[config.mk]
export PLATFORM = sky130hd
export DESIGN_NAME = bidir_sat_shifter
export DESIGN_NICKNAME = d
export VERILOG_FILES = /design/src/rtl/bss_pkg.sv /design/src/rtl/bss_count_decode.sv /design/src/rtl/bss_left_sat.sv /design/src/rtl/bss_right_arith.sv /design/src/rtl/bidir_sat_shifter.sv
export SDC_FILE = /design/constraint.sdc
export NUM_CORES = 1
export LEC_CHECK = 0
export BUFFER_PORTS_ARGS = -buffer_cell sky130_fd_sc_hd__buf_2
export CORE_UTILIZATION = 25
export CTS_BUF_LIST = sky130_fd_sc_hd__clkbuf_2 sky130_fd_sc_hd__clkbuf_4 sky130_fd_sc_hd__clkbuf_8
export DETAILED_ROUTE_END_ITERATION = 6
export PLACE_DENSITY = 0.43
export RECOVER_POWER = 50
export SKIP_CTS_REPAIR_TIMING = 1
export SYNTH_ARGS = -nofsm -noshare
export SYNTH_HDL_FRONTEND = slang
export SYNTH_SLANG_ARGS = --single-unit
[constraint.sdc]
create_clock -name clk -period 21.4 [get_ports clk]
set_input_delay 4.28 -clock clk [delete_from_list [all_inputs] [get_ports clk]]
set_output_delay 4.28 -clock clk [all_outputs]
set_load 0.05 [all_outputs]
[src/rtl/bss_pkg.sv]
package bss_pkg;
  // Which computed lane feeds the output register
  typedef enum logic {
    LANE_NARROW = 1'b0,
    LANE_WIDE   = 1'b1
  } lane_t;

  localparam int NUM_LANES = 2;
endpackage

[src/rtl/bss_count_decode.sv]
module bss_count_decode #(
  parameter int CNT_W   = 7,
  parameter int MAG_CAP = 32,
  parameter int MAG_W   = 6
) (
  input  logic [CNT_W-1:0] shamt,
  output logic             go_right,
  output logic [MAG_W-1:0] mag
);
  logic [CNT_W-1:0] abs_v;

  always_comb begin
    go_right = shamt[CNT_W-1];
    // unsigned magnitude; the most negative code maps to 2**(CNT_W-1)
    abs_v = go_right ? (~shamt + 1'b1) : shamt;
    if (abs_v > CNT_W'(MAG_CAP))
      mag = MAG_W'(MAG_CAP);
    else
      mag = abs_v[MAG_W-1:0];
  end
endmodule

[src/rtl/bss_left_sat.sv]
module bss_left_sat #(
  parameter int W     = 16,
  parameter int MAG_W = 6
) (
  input  logic [W-1:0]     x,
  input  logic [MAG_W-1:0] m,
  output logic [W-1:0]     y
);
  localparam int EXT_W = 2 * W;
  localparam logic [W-1:0] POS_LIM = {1'b0, {(W-1){1'b1}}};
  localparam logic [W-1:0] NEG_LIM = {1'b1, {(W-1){1'b0}}};

  logic [MAG_W-1:0] m_eff;
  logic [EXT_W-1:0] ext;
  logic [EXT_W-1:0] shifted;
  logic [W:0]       head;
  logic             fits;

  always_comb begin
    m_eff   = (m > MAG_W'(W)) ? MAG_W'(W) : m;
    ext     = {{W{x[W-1]}}, x};
    shifted = ext << m_eff;
    // the value fits when everything from bit W-1 up is a copy of one sign
    head    = shifted[EXT_W-1:W-1];
    fits    = (head == '0) || (head == '1);
    if (fits)
      y = shifted[W-1:0];
    else
      y = x[W-1] ? NEG_LIM : POS_LIM;
  end
endmodule

[src/rtl/bss_right_arith.sv]
module bss_right_arith #(
  parameter int W     = 16,
  parameter int MAG_W = 6
) (
  input  logic [W-1:0]     x,
  input  logic [MAG_W-1:0] m,
  input  logic             rnd,
  output logic [W-1:0]     y
);
  localparam int IDX_W = $clog2(W);
  localparam logic [MAG_W-1:0] LAST = MAG_W'(W - 1);

  logic [MAG_W-1:0] m_tr;
  logic [W-1:0]     trunc;
  logic [IDX_W-1:0] gidx;
  logic             guard;

  always_comb begin
    m_tr  = (m > LAST) ? LAST : m;
    trunc = W'($signed(x) >>> m_tr);
    gidx  = IDX_W'(m - 1'b1);
    guard = (m != '0) && (m <= LAST) && x[gidx];
    if (!rnd)
      y = trunc;
    else if (m > LAST)
      y = '0;
    else
      y = trunc + {{(W-1){1'b0}}, guard};
  end
endmodule

[src/rtl/bidir_sat_shifter.sv]
module bidir_sat_shifter
  import bss_pkg::*;
#(
  parameter int DATA_W   = 32,
  parameter int NARROW_W = 16,
  parameter int CNT_W    = 7
) (
  input  logic              clk,
  input  logic              rst,
  input  logic [DATA_W-1:0] opnd,
  input  logic [CNT_W-1:0]  shamt,
  input  logic              wide,
  input  logic              rnd_en,
  output logic [DATA_W-1:0] result
);
  localparam int MAG_CAP = DATA_W;
  localparam int MAG_W   = $clog2(MAG_CAP + 1);

  logic             go_right;
  logic [MAG_W-1:0] mag;
  logic [DATA_W-1:0] lane_out [NUM_LANES];
  logic [DATA_W-1:0] next_res;
  lane_t             lane_sel;

  bss_count_decode #(
    .CNT_W  (CNT_W),
    .MAG_CAP(MAG_CAP),
    .MAG_W  (MAG_W)
  ) u_dec (
    .shamt   (shamt),
    .go_right(go_right),
    .mag     (mag)
  );

  for (genvar g = 0; g < NUM_LANES; g++) begin : g_lane
    localparam int LW = (g == int'(LANE_NARROW)) ? NARROW_W : DATA_W;
    logic [LW-1:0] lx, ly, ry, sel;

    assign lx = opnd[LW-1:0];

    bss_left_sat #(.W(LW), .MAG_W(MAG_W)) u_left (
      .x(lx), .m(mag), .y(ly)
    );

    bss_right_arith #(.W(LW), .MAG_W(MAG_W)) u_right (
      .x(lx), .m(mag), .rnd(rnd_en), .y(ry)
    );

    assign sel         = go_right ? ry : ly;
    assign lane_out[g] = DATA_W'($signed(sel));
  end

  assign lane_sel = lane_t'(wide);
  assign next_res = lane_out[int'(lane_sel)];

  always_ff @(posedge clk) begin
    if (rst) result <= '0;
    else     result <= next_res;
  end
endmodule

* Yosys cells after proc, flatten, opt, wreduce, memory -nomap -nowiden *
Index checks and enable logic that the tools add are counted.

word-level totals
  register bits = 32
  output and inout bits = 32

operators by class
  add/subtract/negate cells = 4
  $lt $le $gt $ge = 10
  equality and inequality tests = 2
  shift operators = 4
  mux-type cells = 23
  bitwise logic cells = 2
  reductions and logical operators = 9

operators with widths
  operator              count
  $mux 32               8
  $mux 16               5
  $shl 64x6->64         1
  $eq 33x33->1 const B  1
  $logic_not 33->1      1
  $add 32x1->32         1
  $ge 32x2->1 const B   1
  $not 1->32            1
  $shl 32x6->32         1
  $sshr 32x6->32        1
  $mux 6                5
  $eq 17x17->1 const B  1
  $logic_not 17->1      1
  $add 16x1->16         1
  $sshr 16x6->16        1
  $gt 6x5->1 const B    2
  $add 7x1->7 const B   1
  $gt 7x6->1 const B    1
  $mux 7                1
  $not 7->7             1
  $gt 6x4->1 const B    1
  $gt 6x6->1 const B    1
  $le 6x4->1 const B    1
  $le 6x5->1 const B    1
  9 further kinds       14

* Logic depth before layout (Yosys ltp) *
Gate-level depths: netlist (run 1).

  depth after elaboration = 16
  gate-level depth with buffers = 37
  mapped depth without buffers = 24

* Modules after synthesis *
Synthesis (run 1) repeated with hierarchy kept, for this count alone.

unflattened totals
  cells, all modules = 1916
  area total of the unflattened synthesis = 13377.8 µm²

by module, submodules not included
  module                                instances  cells each  area an instance (µm²)  sequential area each (µm²)
  bss_left_sat at g_lane[1].u_left      1          669         4366.7                  0.0
  bss_right_arith at g_lane[1].u_right  1          562         3955.0                  0.0
  bss_right_arith at g_lane[0].u_right  1          247         1704.1                  0.0
  bss_left_sat at g_lane[0].u_left      1          274         1605.3                  0.0
  bidir_sat_shifter                     1          130         1515.2                  640.6
  bss_count_decode                      1          34          231.5                   0.0

* Worst setup path before layout (run 1) *
OpenSTA, ideal clock, no wires.

  path kind = input to register
  start = in shamt[0]
  end = reg result[16]
  setup time = 125 ps
  arrival time = 10708 ps
  data required time = 21275 ps
  slack = 10567 ps
  stages = 35
  cell sequence = buf_2 buf_4 inv_1 buf_2 buf_4 buf_2 buf_2 ha_1 buf_2 nor2_1 a31o_2 buf_4 nand2_2 buf_2 buf_1 clkbuf_1 o21ai_0 nand2_1 inv_1 ha_1 mux4_2 nand2_1 o21ai_0 a211oi_1 a21oi_1 nor2_1 ha_1 ha_1 and2_1 o2111ai_1 nor3_4 nand3_1 nor3b_1 o31ai_1 o21ai_1

on the way
  word-level cells in the longest chain between the ends = 16

ends and longest elaborated chain
  element                                         line                     source
  from (decl)                                     bidir_sat_shifter.sv:11  input logic [CNT_W-1:0] shamt,
  $not 7->7                                       bss_count_decode.sv:15   abs_v = go_right ? (~shamt + 1'b1) : shamt;
  $add 7x1->7                                     bss_count_decode.sv:15
  $mux 7 *                                        bss_count_decode.sv:15
  $gt 7x6->1                                      bss_count_decode.sv:16   if (abs_v > CNT_W'(MAG_CAP))
  $mux 6 *                                        bss_count_decode.sv:16
  $sub 5x1->5                                     bss_right_arith.sv:21    gidx = IDX_W'(m - 1'b1);
  $bmux 1 s5 or $bmux 1 s4 (tied branches)        bss_right_arith.sv:22    guard = (m != '0) && (m <= LAST) && x[gidx];
  $mux 1 (not written as such)                    bss_right_arith.sv:22
  $logic_and 1x1->1                               bss_right_arith.sv:22
  $add 32x1->32 or $add 16x1->16 (tied branches)  bss_right_arith.sv:28    y = trunc + {{(W-1){1'b0}}, guard};
  $mux 32 or $mux 16 (tied branches)              bss_right_arith.sv:25    else if (m > LAST)
  $mux 32 or $mux 16 (tied branches)              bss_right_arith.sv:23    if (!rnd)
  $mux 32 or $mux 16 (tied branches)              bidir_sat_shifter.sv:49  assign sel = go_right ? ry : ly;
  $mux 32 (not written as such) * (3 in a row)    bidir_sat_shifter.sv:54  assign next_res = lane_out[int'(lane_sel)];
  to (signal assigned)                            bidir_sat_shifter.sv:58  else result <= next_res;
  to (decl)                                       bidir_sat_shifter.sv:14  output logic [DATA_W-1:0] result

Every way passes the cells marked *; elsewhere a longest branch is shown, timed or not. The select of a mux whose other input is x is not followed.
A chain may end at the register's enable or synchronous reset.

* Worst setup path after layout (run 1) *
  start = in shamt[0]
  end = reg result[5]

The elaborated chain is that of the path after synthesis.

==> flow_summary.ini, run 1 <==
[synthesis]
async_reset_ff_share_pct = 0
synth.avg_cell_area_um2 = 6.72
synth_compound_area_share_pct = 40.1
synthesis.area_um2 = 12500
yosysWarningCount = 0
synthMuxAreaShare_pct = 13.6
synth_nets = 1912
yosys.area_share.simple_pct = 28.7
synth_cell_types = 114
synth-main-ff-cell = dfxtp_1
synth_largest_area_cell = mux2i_1
synth_fa_ha_area_share_pct = 0.801
synth_top_area_share_pct = 9.13
synth_top_family_by_area = compound AO/OA/AOI/OAI gates
syn_inst = 1861
synth-edff-count = 0
ys_seq_area_share_pct = 5.13
synth-xor-area-share_pct = 3.19
synth-seq-cells = 32
synth.area.top_cells = mux2i_1 (9.1%), nand2_1 (6.4%), a21oi_1 (5.4%)

[clock_network]
cts-root-buf = clkbuf_8
cts_tree = yes
cts_buffers = 5
htreeDepth = 2
clk_pin_slew_ns = 0.07
clock_sinks = 32
clk_path_buf_depth = 2

[grt]
grt_pass1_wl_um = 113000
grt_start_max_net_pins = 59
antenna_found_initial = 1
grt_overflow_total = 0
track_usage_pct = 30.1
grt_pass1_vias = 15913

[finish]
largest_registers = result: 32 flops
top_register = result
final_core_util_pct = 27.0
fin_nets = 1863
fillerInstances = 5562
largest_reg_flops = 32
seq_area_um2 = 641
multi_input_area_um2 = 10900
n_antenna_cell = 0
layout-drive-gt1-share_pct = 12.9
layoutNonFillerInstCount = 2476
area_growth_pct = 6.06

[power]
ir_drop_mv = 0.0188
total_power_w = 0.000670
p_clk_share_pct = 7.0
cellPowerDensity_nw_per_um2 = 50.6
pwr-share-seq_pct = 10.2
power_frac_comb_pct = 82.8
p_int_w = 0.000249
p_leak_nw = 4.63
swShare_pct = 62.8
power_switching_w = 0.000421

[routing]
ant_nets = 0
drc = 0
drt_first_pass_iters = 6
vias_per_cell = 6.59
routed-via-count = 16315
first_iter_violations = 1967
wl_per_cell_um = 31.4
wl_um = 77700

[die]
fp-row-count = 81
io_pins = 75
start_util_pct = 25.4
die_area_um2 = 50900
die_w_um = 226
die_h_um = 226
core_region_area_um2 = 49200

[placed_design]
port_buffers = 74
dpl.cell_count = 2469
dp.final_hpwl_um = 56600
gp_congestion = 1.00

[setup_path]
cpMaxStageDelayCell = nor2b_1
start_kind = primary input
endpoint_kind = flip-flop
required_ns = 21.51
critical_path_class = in -> reg
setup.worst_path.start = shamt[0]
crit_fanout = 45
critPathMostFrequentCell = buf_4
max_stage_delay_ns = 0.97
arrival_ns = 12.18
critical_path_buf_inv_count = 5
cp_top_family = compound AO/OA/AOI/OAI gates

[timing]
final.setup.tns_ns = 0
rsz0062_at_grt = no
worst_pin_slew_ns = 1.31
slew_viol_final = 0
hold_ws_ns = 4.41
max_clock_freq_mhz = 82.9
setup_viol_count_final = 0
finalCritPeriodShare_pct = 56.4
slew_headroom_pct = 12.7
fin_crit_ns = 12.06
finalHoldViolations = 0

[run_status]
outcome = completed

[min_path]
holdPathEnd = result[11]
holdPathStages = 2
hold_path.class = in -> reg
min-delay-start = rst

[run]
max_cap_violations = 0
==> metrics by stage <==
stage	worst slack, ns	area [um^2]
3_3_place_gp	9.31	13200
6_report	9.34	13300
4_1_cts	9.47	13300
2_1_floorplan	10.57	12500
5_1_grt	8.80	13300
3_5_place_dp	9.18	13200
==> cells by family after synthesis <==
family,after synthesis
AO/OA/AOI/OAI,699
XOR/XNOR,43
adder cells (fa/ha/maj),8
buffers and inverters,208
flip-flops,32
multiplexers,155
AND/OR/NAND/NOR,716
==> synthesized netlist by cell type (9+ instances only) <==
cell type  count
a311oi_1      10
nor3_1        61
o21ai_0      102
a211oi_1      56
and2_1        14
and3_1        14
xor2_1        17
nand3_1       81
a22oi_1       18
buf_2         65
o22ai_1       39
inv_1         19
nor2b_1       21
dfxtp_1       32
buf_1         13
nand4_1       16
a31oi_1       28
mux2i_1      114
buf_4         20
xnor2_1       23
buf_6         15
a21oi_1      134
a21o_1        17
a22o_1        12
nor4_1        20
nor2_1       172
o32ai_1       12
o31ai_1       16
nand4b_1      10
mux2_2        30
or3_1         13
a221oi_1      28
a221o_1       11
a32oi_1       19
o211ai_1      35
clkbuf_1      71
a2bb2oi_1      9
a211o_1       10
nand2_1      214
nand2b_1      18
==> metal layers <==
metal	routed length (um)	global-route usage [%]	vias up
met5	14	0	-
met4	5480	18.3	2
met3	7440	5.66	242
met2	34300	47.7	1013
met1	30400	37.6	7963
li1	-	-	7095
==> power by group through the flow <==
stage / Combinational, W / Sequential, W / Clock [W]
6_report: 0.000555 / 0.0000683 / 0.0000467
5_1_grt: 0.000582 / 0.0000689 / 0.0000501
4_1_cts: 0.000536 / 0.0000684 / 0.0000473
3_5_place_dp: 0.000534 / 0.0000696 / 0
3_3_place_gp: 0.000538 / 0.0000698 / 0
2_1_floorplan: 0.000334 / 0.0000904 / 0
==> layout by cell type (no fill, tap or decap), types with 30 or more instances in the layout <==
cell type,synthesis,final
buf_2,65,41
nand2_1,214,214
buf_4,20,57
dfxtp_1,32,32
o211ai_1,35,35
o21ai_0,102,102
mux2i_1,114,114
a21oi_1,134,134
nor3_1,61,61
nand3_1,81,80
a211oi_1,56,56
clkbuf_1,71,32
o22ai_1,39,39
mux2_2,30,30
nor2_1,172,170
==> cell type report <==
cell class	count	share of cell area, %
Inverter	22	0.623
Multi-Input combinational cell	1621	82.0
Sequential cell	32	4.83
Timing Repair Buffer	130	5.68
Tap cell	664	6.27
Clock inverter	1	0.0378
Clock buffer	6	0.576
==> how the worst max path moves through the flow <==
stage	endpoint	slack, ns	cells past startpoint
after CTS	result[5]	9.47	25
after global routing	result[5]	8.80	25
after global placement	result[14]	9.31	25
after floorplan	result[16]	10.57	35
final	result[5]	9.34	25
after detailed placement	result[5]	9.18	25
(Power assumes the default switching activity.)
==> inputs of run 2 (changes only) <==
clock period = 11.55 ns   (was 21.4 ns; I/O delays follow)
==> run 2 against run 1 <==
Total power rose by 87%. Critical path depth shrank 2. First-iteration DRC count grew 8.1%. Worst hold slack worse by 2.0 ns. Non-clock buffer count shrank 4. Routed wire length is 0.32% lower. Setup slack got worse by 7.5 ns. Final area down 0.11%. Final cell count shrank 0.16%. Die area unchanged. Critical endpoint is now result[22].
==> flow_summary.ini, run 2 (synthesis gave the netlist of run 1 again) <==
[clock_network]
clk_path_buf_depth = 2
cts-root-buf = clkbuf_8
htreeDepth = 2
clock_sinks = 32
cts_tree = yes
clk_pin_slew_ns = 0.06
cts_buffers = 5

[finish]
final_cell_mix = nand2_1 (214), nor2_1 (170), a21oi_1 (134), mux2i_1 (114), o21ai_0 (102)
n_antenna_cell = 0
seq_area_um2 = 641
area_growth_pct = 5.94
multi_input_area_um2 = 10900
fillerInstances = 5569
top_register = result
largest_reg_flops = 32
final_core_util_pct = 26.9
layout-drive-gt1-share_pct = 12.7
largest_registers = result: 32 flops
final_common_cell = nand2_1
layoutNonFillerInstCount = 2472
fin_nets = 1859

[routing]
vias_per_cell = 6.67
wl_um = 77400
ant_nets = 0
drc = 0
routed-via-count = 16499
wl_per_cell_um = 31.3
first_iter_violations = 2127
drt_first_pass_iters = 6

[die]
die_w_um = 226
start_util_pct = 25.4
die_area_um2 = 50900
die_h_um = 226
core_region_area_um2 = 49200
fp-row-count = 81
io_pins = 75

[placed_design]
gp_congestion = 1.03
dp.final_hpwl_um = 57200
preCtsSetupSlack_ns = 1.81
port_buffers = 74
dpl.cell_count = 2465

[setup_path]
start_kind = primary input
required_ns = 11.75
crit_fanout = 41
critical_path_class = in -> reg
endpoint_kind = flip-flop
arrival_ns = 9.96

[timing]
finalHoldViolations = 0
setup_viol_count_final = 0
hold_ws_ns = 2.44
setup_ws_ns = 1.79
fin_crit_ns = 9.76
max_clock_freq_mhz = 102
finalCritPeriodShare_pct = 84.5
slew_headroom_pct = 16.7
slew_viol_final = 0
worst_pin_slew_ns = 1.25
rsz0062_at_grt = no
final.setup.tns_ns = 0

[power]
ir_drop_mv = 0.0323
swShare_pct = 62.4
power_switching_w = 0.000780
p_clk_share_pct = 7.5
power_frac_comb_pct = 82.4
pwr-share-seq_pct = 10.1
p_leak_nw = 4.62
cellPowerDensity_nw_per_um2 = 94.5
p_int_w = 0.000470

[grt]
track_usage_pct = 29.9
grt_pass1_vias = 15816
grt_pass1_wl_um = 113000
antenna_found_initial = 0
grt_overflow_total = 0
grt_use_met3_pct = 4.44
met2_usage_pct = 47.3
busiest_layer = met2
grtUsageMet1_pct = 37.6
grt_start_max_net_pins = 60

[min_path]
hold_path.class = in -> reg

[run]
max_cap_violations = 0

[run_status]
outcome = completed
[run 2: power by group through the flow]
stage	registers (W)	logic (W)	clock network (W)
finish	0.000126	0.00103	0.0000938
CTS	0.000127	0.000996	0.0000961
detailed placement	0.000129	0.000993	0
global route	0.000127	0.00107	0.000102
global placement	0.000129	0.00100	0
floorplan	0.000168	0.000619	0
[run 2: routing by layer]
layer  vias up  share of wire (%)
met5         -                  0
met3       276                8.9
li1       7109                  -
met4         0                7.2
met2      1147                 44
met1      7967                 40
[run 2: worst max-delay path, cell delays in order]
cell,delay [ns]
buf_4,0.40
inv_1,0.16
ha_1,0.42
nor2_1,0.32
a31o_2,0.53
nand2_2,0.10
o21ai_0,0.11
nand2_1,0.14
ha_1,0.30
xnor2_1,0.53
mux4_2,0.39
nand2_1,0.06
o21ai_0,0.17
a211oi_1,0.79
ha_1,0.33
nand2_1,0.08
nor2_1,0.10
nand2_1,0.07
nor4b_1,0.49
a31oi_1,0.27
o221ai_1,0.90
nand2_1,0.66
o211ai_1,0.29
[run 2: layout make-up]
class | count | area share, %
tap | 664 | 6.28
multi-input combinational | 1621 | 82.1
timing repair buffer | 126 | 5.46
sequential | 32 | 4.84
inverter | 22 | 0.624
clock buffer | 7 | 0.728
[run 2: worst paths after layout]
check | start | to | slack, ns | cells past startpoint
max | shamt[0] | result[22] | 1.79 | 23
min | rst | result[7] | 2.44 | 2
[run 2: stage by stage]
stage | total power [W] | instance area [um^2]
4_1_cts | 0.00122 | 13300
3_3_place_gp | 0.00113 | 13200
3_5_place_dp | 0.00112 | 13200
5_1_grt | 0.00130 | 13200
6_report | 0.00125 | 13200
2_1_floorplan | 0.000787 | 12500
